## src/rtl/irq_idx_pkg.sv

```systemverilog
package irq_idx_pkg;

  localparam int unsigned EVT_N  = 8;
  localparam int unsigned IDX_W  = 4;
  localparam int unsigned DATA_W = 8;
  localparam int unsigned ADDR_W = 3;

  typedef enum logic [ADDR_W-1:0] {
    A_RAW   = 3'd0,
    A_MASK  = 3'd1,
    A_MSTAT = 3'd2,
    A_INDEX = 3'd3,
    A_CLEAR = 3'd4
  } reg_addr_e;

  // Sparse code: highest-urgency event uses 0x2, the rest 0x9 upward.
  function automatic logic [IDX_W-1:0] evt_code(input int unsigned k);
    logic [IDX_W-1:0] c;
    if (k == 0) c = IDX_W'(2);
    else        c = IDX_W'(8 + k);
    return c;
  endfunction

endpackage

```

## src/rtl/irq_raw_flags.sv

```systemverilog
module irq_raw_flags #(
  parameter int unsigned N = 8
) (
  input  logic         clk,
  input  logic         rst_n,
  input  logic [N-1:0] set_i,
  input  logic [N-1:0] clr_i,
  output logic [N-1:0] raw_o
);

  logic [N-1:0] raw_q;
  logic [N-1:0] raw_d;
  logic         raw_en;

  always_comb begin
    // set is applied after clear: a colliding event survives
    raw_d  = (raw_q & ~clr_i) | set_i;
    raw_en = |(set_i | clr_i);
  end

  always_ff @(posedge clk or negedge rst_n) begin
    if (!rst_n)      raw_q <= '0;
    else if (raw_en) raw_q <= raw_d;
  end

  assign raw_o = raw_q;

  genvar g;
  generate
    for (g = 0; g < N; g++) begin : g_chk
      p_set_sticky_r2: assert property (@(posedge clk) disable iff (!rst_n)
        set_i[g] |=> raw_q[g]);
      p_hold_r2: assert property (@(posedge clk) disable iff (!rst_n)
        (raw_q[g] && !clr_i[g]) |=> raw_q[g]);
      p_clear_r7: assert property (@(posedge clk) disable iff (!rst_n)
        (clr_i[g] && !set_i[g]) |=> !raw_q[g]);
      p_set_wins_r8: assert property (@(posedge clk) disable iff (!rst_n)
        (clr_i[g] && set_i[g]) |=> raw_q[g]);
      p_no_spurious_r2: assert property (@(posedge clk) disable iff (!rst_n)
        (!raw_q[g] && !set_i[g]) |=> !raw_q[g]);
    end
  endgenerate

endmodule

```

## src/rtl/irq_prio_enc.sv

```systemverilog
module irq_prio_enc
  import irq_idx_pkg::*;
#(
  parameter int unsigned N  = 8,
  parameter int unsigned IW = 4
) (
  input  logic [N-1:0]  req_i,
  output logic [N-1:0]  grant_o,
  output logic [IW-1:0] code_o
);

  always_comb begin
    grant_o = '0;
    code_o  = '0;
    // scan from lowest urgency to highest so the last hit wins
    for (int k = N - 1; k >= 0; k--) begin
      if (req_i[k]) begin
        grant_o    = '0;
        grant_o[k] = 1'b1;
        code_o     = IW'(evt_code(k));
      end
    end
  end

endmodule

```

## src/rtl/irq_regif.sv

```systemverilog
module irq_regif
  import irq_idx_pkg::*;
#(
  parameter int unsigned N  = 8,
  parameter int unsigned IW = 4,
  parameter int unsigned DW = 8,
  parameter int unsigned AW = 3
) (
  input  logic          clk,
  input  logic          rst_n,
  input  logic          rd_en,
  input  logic          wr_en,
  input  logic [AW-1:0] addr,
  input  logic [DW-1:0] wdata,
  input  logic [N-1:0]  raw_i,
  input  logic [N-1:0]  masked_i,
  input  logic [N-1:0]  grant_i,
  input  logic [IW-1:0] code_i,
  output logic [N-1:0]  mask_o,
  output logic [N-1:0]  clr_o,
  output logic [DW-1:0] rdata
);

  logic [N-1:0] mask_q;
  logic [N-1:0] mask_d;
  logic         mask_en;
  logic         hit_mask_wr;
  logic         hit_clr_wr;
  logic         hit_idx_rd;

  always_comb begin
    hit_mask_wr = wr_en && (addr == AW'(A_MASK));
    hit_clr_wr  = wr_en && (addr == AW'(A_CLEAR));
    hit_idx_rd  = rd_en && (addr == AW'(A_INDEX));
    mask_en     = hit_mask_wr;
    mask_d      = wdata[N-1:0];
  end

  always_ff @(posedge clk or negedge rst_n) begin
    if (!rst_n)       mask_q <= '0;
    else if (mask_en) mask_q <= mask_d;
  end

  always_comb begin
    clr_o = '0;
    if (hit_clr_wr) clr_o = clr_o | wdata[N-1:0];
    if (hit_idx_rd) clr_o = clr_o | grant_i;
  end

  always_comb begin
    rdata = '0;
    unique case (addr)
      AW'(A_RAW):   rdata[N-1:0]  = raw_i;
      AW'(A_MASK):  rdata[N-1:0]  = mask_q;
      AW'(A_MSTAT): rdata[N-1:0]  = masked_i;
      AW'(A_INDEX): rdata[IW-1:0] = code_i;
      default:      rdata         = '0;
    endcase
  end

  assign mask_o = mask_q;

  p_mask_load_r3: assert property (@(posedge clk) disable iff (!rst_n)
    hit_mask_wr |=> (mask_q == $past(wdata[N-1:0])));
  p_mask_hold_r10: assert property (@(posedge clk) disable iff (!rst_n)
    !hit_mask_wr |=> $stable(mask_q));
  p_read_clear_onehot_r6: assert property (@(posedge clk) disable iff (!rst_n)
    hit_idx_rd |-> $onehot0(grant_i));
  p_one_strobe_r10: assert property (@(posedge clk) disable iff (!rst_n)
    !(rd_en && wr_en));

endmodule

```

## src/rtl/irq_index_gen.sv

```systemverilog
module irq_index_gen
  import irq_idx_pkg::*;
#(
  parameter int unsigned NUM_EVT = EVT_N,
  parameter int unsigned IDX_WID = IDX_W,
  parameter int unsigned DAT_WID = DATA_W,
  parameter int unsigned ADR_WID = ADDR_W
) (
  input  logic               clk,
  input  logic               rst_n,
  input  logic [NUM_EVT-1:0] evt_i,
  input  logic               rd_en,
  input  logic               wr_en,
  input  logic [ADR_WID-1:0] addr,
  input  logic [DAT_WID-1:0] wdata,
  output logic [DAT_WID-1:0] rdata,
  output logic               irq_o
);

  logic [NUM_EVT-1:0] raw;
  logic [NUM_EVT-1:0] mask;
  logic [NUM_EVT-1:0] masked;
  logic [NUM_EVT-1:0] grant;
  logic [NUM_EVT-1:0] clr;
  logic [IDX_WID-1:0] code;
  logic               irq_q;
  logic               irq_d;

  irq_raw_flags #(.N(NUM_EVT)) i_flags (
    .clk   (clk),
    .rst_n (rst_n),
    .set_i (evt_i),
    .clr_i (clr),
    .raw_o (raw)
  );

  assign masked = raw & mask;

  irq_prio_enc #(.N(NUM_EVT), .IW(IDX_WID)) i_enc (
    .req_i   (masked),
    .grant_o (grant),
    .code_o  (code)
  );

  irq_regif #(.N(NUM_EVT), .IW(IDX_WID), .DW(DAT_WID), .AW(ADR_WID)) i_regs (
    .clk      (clk),
    .rst_n    (rst_n),
    .rd_en    (rd_en),
    .wr_en    (wr_en),
    .addr     (addr),
    .wdata    (wdata),
    .raw_i    (raw),
    .masked_i (masked),
    .grant_i  (grant),
    .code_i   (code),
    .mask_o   (mask),
    .clr_o    (clr),
    .rdata    (rdata)
  );

  always_comb irq_d = |masked;

  always_ff @(posedge clk or negedge rst_n) begin
    if (!rst_n) irq_q <= 1'b0;
    else        irq_q <= irq_d;
  end

  assign irq_o = irq_q;

  p_irq_lag_r9: assert property (@(posedge clk) disable iff (!rst_n)
    1'b1 |=> (irq_o == $past(|(raw & mask))));
  p_idx_zero_r5: assert property (@(posedge clk) disable iff (!rst_n)
    (code == '0) == ((raw & mask) == '0));
  p_grant_in_req_r5: assert property (@(posedge clk) disable iff (!rst_n)
    ((grant & ~(raw & mask)) == '0) && $onehot0(grant));
  p_read_drops_r6: assert property (@(posedge clk) disable iff (!rst_n)
    (rd_en && addr == ADR_WID'(A_INDEX) && (grant & evt_i) == '0 && grant != '0)
      |=> ((raw & $past(grant)) == '0));

endmodule

```

## config.mk

```make
export PLATFORM = sky130hd
export DESIGN_NAME = irq_index_gen
export DESIGN_NICKNAME = d
export VERILOG_FILES = /design/src/rtl/irq_idx_pkg.sv /design/src/rtl/irq_raw_flags.sv /design/src/rtl/irq_prio_enc.sv /design/src/rtl/irq_regif.sv /design/src/rtl/irq_index_gen.sv
export SDC_FILE = /design/constraint.sdc
export NUM_CORES = 1
export LEC_CHECK = 0
export ABC_AREA = 1
export BUFFER_PORTS_ARGS = -buffer_cell sky130_fd_sc_hd__buf_2
export CAP_MARGIN = 30
export CORE_MARGIN = 5
export CORE_UTILIZATION = 46
export CTS_BUF_LIST = sky130_fd_sc_hd__clkbuf_16
export DETAILED_ROUTE_END_ITERATION = 8
export PLACE_DENSITY = 0.79
export SETUP_SLACK_MARGIN = 0.02
export SLEW_MARGIN = 20
export SYNTH_ARGS = -nofsm -noshare
export SYNTH_HDL_FRONTEND = slang
export SYNTH_SLANG_ARGS = --single-unit
```

## constraint.sdc

```tcl
create_clock -name clk -period 1.1 [get_ports clk]
set_input_delay 0.11 -clock clk [delete_from_list [all_inputs] [get_ports clk]]
set_output_delay 0.11 -clock clk [all_outputs]
set_load 0.005 [all_outputs]
```

### Word level (Yosys, flattened, before mapping)

Cells that the tools add are included.

* shift-type cells: 0
* add/sub/neg operators: 0
* multipliers: 0
* reductions and logical operators: 6
* equality and inequality tests: 4
* divide/modulo/power cells: 0
* muxes and demuxes: 20
* order comparisons: 0
* bitwise gates (word level): 6

Operator list (number)
* $mux 8: 10
* $mux 4: 8
* $or 8x8->8: 3
* $and 8x8->8: 2
* $pmux 4 s4: 1
* $reduce_or 8->1: 2
* $pmux 4 s3: 1
* $not 8->8: 1
* $eq 3x2->1 const B: 2
* $eq 3x1->1 const B: 1
* $eq 3x3->1 const B: 1
* $logic_and 1x1->1: 3
* $logic_not 3->1: 1

* register bits: 17
* bits in writable memories: 0
* memories: 0
* output and inout port bits: 9
* ROM bits: 0
* latch bits: 0
* input bits: 23

### Longest topological paths before layout

* depth in word-level cells: 14
* gate-level depth with buffers: 8
* depth with buffers taken out: 8

### Cells and area by module

From an unflattened synthesis, not the netlist that was laid out.

* cells, all modules: 227
* area, all modules: 1376.3 um^2

Modules (own cells, without submodules)
* irq_regif: area an instance 784.5 um^2, cells each 127, instances 1
* irq_raw_flags: area an instance 320.3 um^2, cells each 40, instances 1
* irq_prio_enc: area an instance 160.2 um^2, cells each 36, instances 1
* irq_index_gen: area an instance 111.4 um^2, cells each 24, instances 1

### Worst setup path before layout

No wires, ideal clock.

* path kind: register -> output
* start point: reg i_flags.raw_q[4], in the netlist i_flags.raw_o[4]
* end point: out rdata[3]
* stages on the path, launching flop included: 7
* path buffers: 0
* data required time: 0.990 ns
* data arrival time: 1.011 ns
* path slack: -0.021 ns
* path through: dfrtp_1 > nand2_1 > nand2_1 > nor2_1 > nand2_1 > o21ai_0 > nand3_1

* longest elaborated chain between the ends: 7

Ends and longest elaborated chain
* from (decl): line irq_raw_flags.sv:11 `logic [N-1:0] raw_q;`
* from (signal assigned): line irq_raw_flags.sv:23 `else if (raw_en) raw_q <= raw_d;`
* $and 8x8->8: line irq_index_gen.sv:37 `assign masked = raw & mask;`
* $mux 4 (5 in a row): line irq_prio_enc.sv:17 `if (req_i[k]) begin`
* $pmux 4 s4: line irq_regif.sv:52 `unique case (addr)`
* to (decl): line irq_index_gen.sv:16 `output logic [DAT_WID-1:0] rdata,`

No other way between the ends.

### Worst setup path in the final report

* start point: reg i_flags.raw_q[7], in the netlist i_flags.raw_o[7]
* end point: out rdata[0]

* longest elaborated chain between the ends: 10

Ends and longest elaborated chain (line)
* $and 8x8->8: irq_index_gen.sv:37
* $mux 4 (8 in a row): irq_prio_enc.sv:17
* $pmux 4 s4: irq_regif.sv:52

No other way between the ends.

==> results.json <==
{
  "status": "finished, violations left",
  "violations": "setup timing",
  "crit_path_end_kind": "output pin",
  "synth-simple-area-share": 0.4131,
  "grt_pass1_wl_microns": 7465,
  "place_ws_ns": -0.1810,
  "die_y_microns": 59.42,
  "min_period_ns": 1.559,
  "drc": 0,
  "setup.worst_path.class": "reg2out",
  "finClkSkew_ns": 0.004273,
  "cts-root-buf": "clkbuf_16",
  "start_util": 0.4663,
  "clock_power_share": 0.270,
  "synthTopCellsByCount": "nand2_1, nand3_1, inv_1",
  "yosys_warnings": 0,
  "via_count": 1655,
  "async_flop_share": 1.000,
  "cp_max_fo": 3,
  "placed_area_sq_um": 1610,
  "synth_top_family_by_area": "simple AND/OR/NAND/NOR gates",
  "swShare": 0.3570,
  "timing.rr.start": "i_regs.mask_o[6]",
  "netSwitchingPower_uw": 976.7,
  "power.leakage_uw": 0.001007,
  "areaGrowthSynthToFinish_pct": 72.49,
  "gr-max-usage-layer": "met2",
  "post_drt_wl_per_cell_microns": 19.25,
  "synth_flop_cell": "dfrtp_1",
  "netlist_top_cells_area": "dfrtp_1, nand2_1, nand3_1",
  "fin_area_sq_um": 1938,
  "maxSlewHeadroom": 0.7277,
  "place_congestion": 0.9997,
  "gr-usage-met3": 0.06100,
  "crit_path_start_kind": "register",
  "core-area_sq_um": 2410,
  "worst_ep_required_time_ns": 0.99,
  "die_area_sq_um": 3531,
  "ys_ff_latch": 17,
  "min-delay-start": "evt_i[2]",
  "mappedNetlistArea_sq_um": 1124,
  "clock_path_buffers": 2,
  "min_to": "i_flags.raw_o[2]",
  "arrival_ns": 1.45,
  "grt-ovfl-total": 0,
  "ioPinCount": 32,
  "combPwrFrac": 0.455,
  "yosysTopAreaCell": "dfrtp_1",
  "grt_usage": 0.2853,
  "grtUsageMet1": 0.3356,
  "maxCapViolCount": 0,
  "whs_ns": 0.04400,
  "holdPathStages": 3,
  "fp-row-count": 18,
  "p_seq_frac": 0.275,
  "max_freq_mhz": 641.5,
  "place_inst": 261,
  "muxShareOfSynthArea": 0,
  "ant_nets": 0,
  "totalPowerFinal_uw": 2736,
  "r2r_cells": 8,
  "clock_sinks": 17,
  "fin_crit_sh": 1.417,
  "rsz0062_at_grt": "true",
  "fill_cells": 126,
  "drive_gt1_frac": 0.5224,
  "synth_xor_area_frac": 0,
  "reg2reg_to": "i_flags.raw_o[7]",
  "grt_max_degree": 18,
  "diodes": 0,
  "fin_nets": 269,
  "cts_tree": "yes",
  "final_max_slew_viol_count": 0,
  "r2r_slack_ns": -0.20,
  "vias_per_cell": 6.018,
  "setup_violations": 15,
  "worstSkewPairLatency_ns": 0.25,
  "port_buffers": 31,
  "clkTransAtPathRegs_ns": 0.05,
  "drtIter0Drc": 168,
  "worstMarginPinSlew_ns": 0.4084,
  "synth.net_count": 186,
  "stdcell_count": 275,
  "die_w_microns": 59.42,
  "htree_num_levels": 1,
  "peakVddDrop_v": 0.001382,
  "antenna_found_initial": 0,
  "hold_viol": 0,
  "seq_area_sq_um": 425.4,
  "yosysTopAreaCellShare": 0.3786,
  "first_global_vias": 1591,
  "multi_input_area_sq_um": 715.7,
  "yosysSeqAreaShare": 0.3786,
  "synthAdderAreaFrac": 0,
  "min_path_type": "in2reg",
  "avgSynthCellArea_sq_um": 6.893,
  "wirelength_microns": 5295,
  "ys_types": 20,
  "firstDrtPassIters": 5,
  "synth_most_common_cell": "nand2_1",
  "p_int_uw": 1759,
  "grtUsageMet2": 0.4711,
  "synth_edf_count": 0,
  "cts_buffers": 3,
  "synth_compound_area_frac": 0.1080,
  "synth_cells": 163,
  "setup_ws_ns": -0.4589,
  "dp_hpwl_microns": 2871,
  "powerDensity_nw_per_um2": 1412
}
-- cells by family (layout without fill, tap and decap cells) --
group	count (synthesis)	after routing
flops	17	17
buf+inv	25	107
simple gates	104	104
compound gates	17	17
-- routing by layer --
layer	wire length, microns	vias up
met5	0	-
met4	314	0
met3	578	48
met2	2556	149
met1	1846	758
li1	-	700
-- placed cells by master (no fill, tap or decap), drive strengths merged --
cell / netlist / routed
o2111ai: 2 / 2
inv: 21 / 21
nand3: 20 / 20
dlygate4sd3: 0 / 1
clkinv: 0 / 1
dfrtp: 17 / 17
nand3b: 2 / 2
nand2: 61 / 61
clkbuf: 1 / 3
nand4: 7 / 7
o21ai: 6 / 6
o211ai: 7 / 7
buf: 3 / 81
nor2: 13 / 13
a21oi: 2 / 2
nor3: 1 / 1
-- power groups by stage --
stage	Sequential, uW	Combinational, uW	Clock (uW)
after global routing	757	1310	769
after floorplan	750	352	0
after global placement	737	755	0
final	751	1240	740
after detailed placement	744	784	0
after CTS	742	999	742
-- critical path: stages, from the launching register on --
cell     delay, ns
dfrtp_1       0.39
nand2_2       0.10
buf_4         0.14
inv_4         0.04
nand3_2       0.06
nand3_2       0.06
nand2_1       0.08
nand2_1       0.08
nand2_1       0.08
nand2_1       0.05
buf_2         0.12
-- area by class of cell --
cell class | count | share of cell area
repair buffers | 82 | 0.3086
inverters | 21 | 0.04196
multi-input cells | 121 | 0.3693
well taps | 30 | 0.01937
flip-flops and latches | 17 | 0.2195
clock inverters | 1 | 0.002582
clock buffers | 3 | 0.03873
-- timing repair --
action	4_1_cts	5_1_grt
hold buffers	1	0
hold endpoints to repair	17	0
buffers inserted	5	4
setup endpoints to repair	15	15
resized for setup	30	22
pin swaps	10	11
-- state kept, by name, summed over array words and instances, names as in the netlist --
register / cells
i_regs.mask_o: 8
irq_o: 1
i_flags.raw_o: 8
-- per-stage QoR --
step,TNS (ns),utilization
6_report,-3.077,0.8043
4_1_cts,-2.137,0.7601
2_1_floorplan,0,-
3_3_place_gp,-0.5616,0.6682
5_1_grt,-3.983,0.8043
3_5_place_dp,-1.071,0.6682
-- worst max path at each step --
stage | cells after the start | to | startpoint | slack, ns
after global placement | 7 | rdata[3] | i_flags.raw_o[7] | -0.14
after detailed placement | 7 | rdata[3] | i_flags.raw_o[4] | -0.18
after CTS | 7 | rdata[3] | i_regs.mask_o[4] | -0.39
after global routing | 7 | rdata[3] | i_regs.mask_o[6] | -0.58
after floorplan | 6 | i_flags.raw_o[7] | i_regs.mask_o[3] | 0.02
final | 10 | rdata[0] | i_flags.raw_o[7] | -0.46
(Power assumes the default switching activity.)
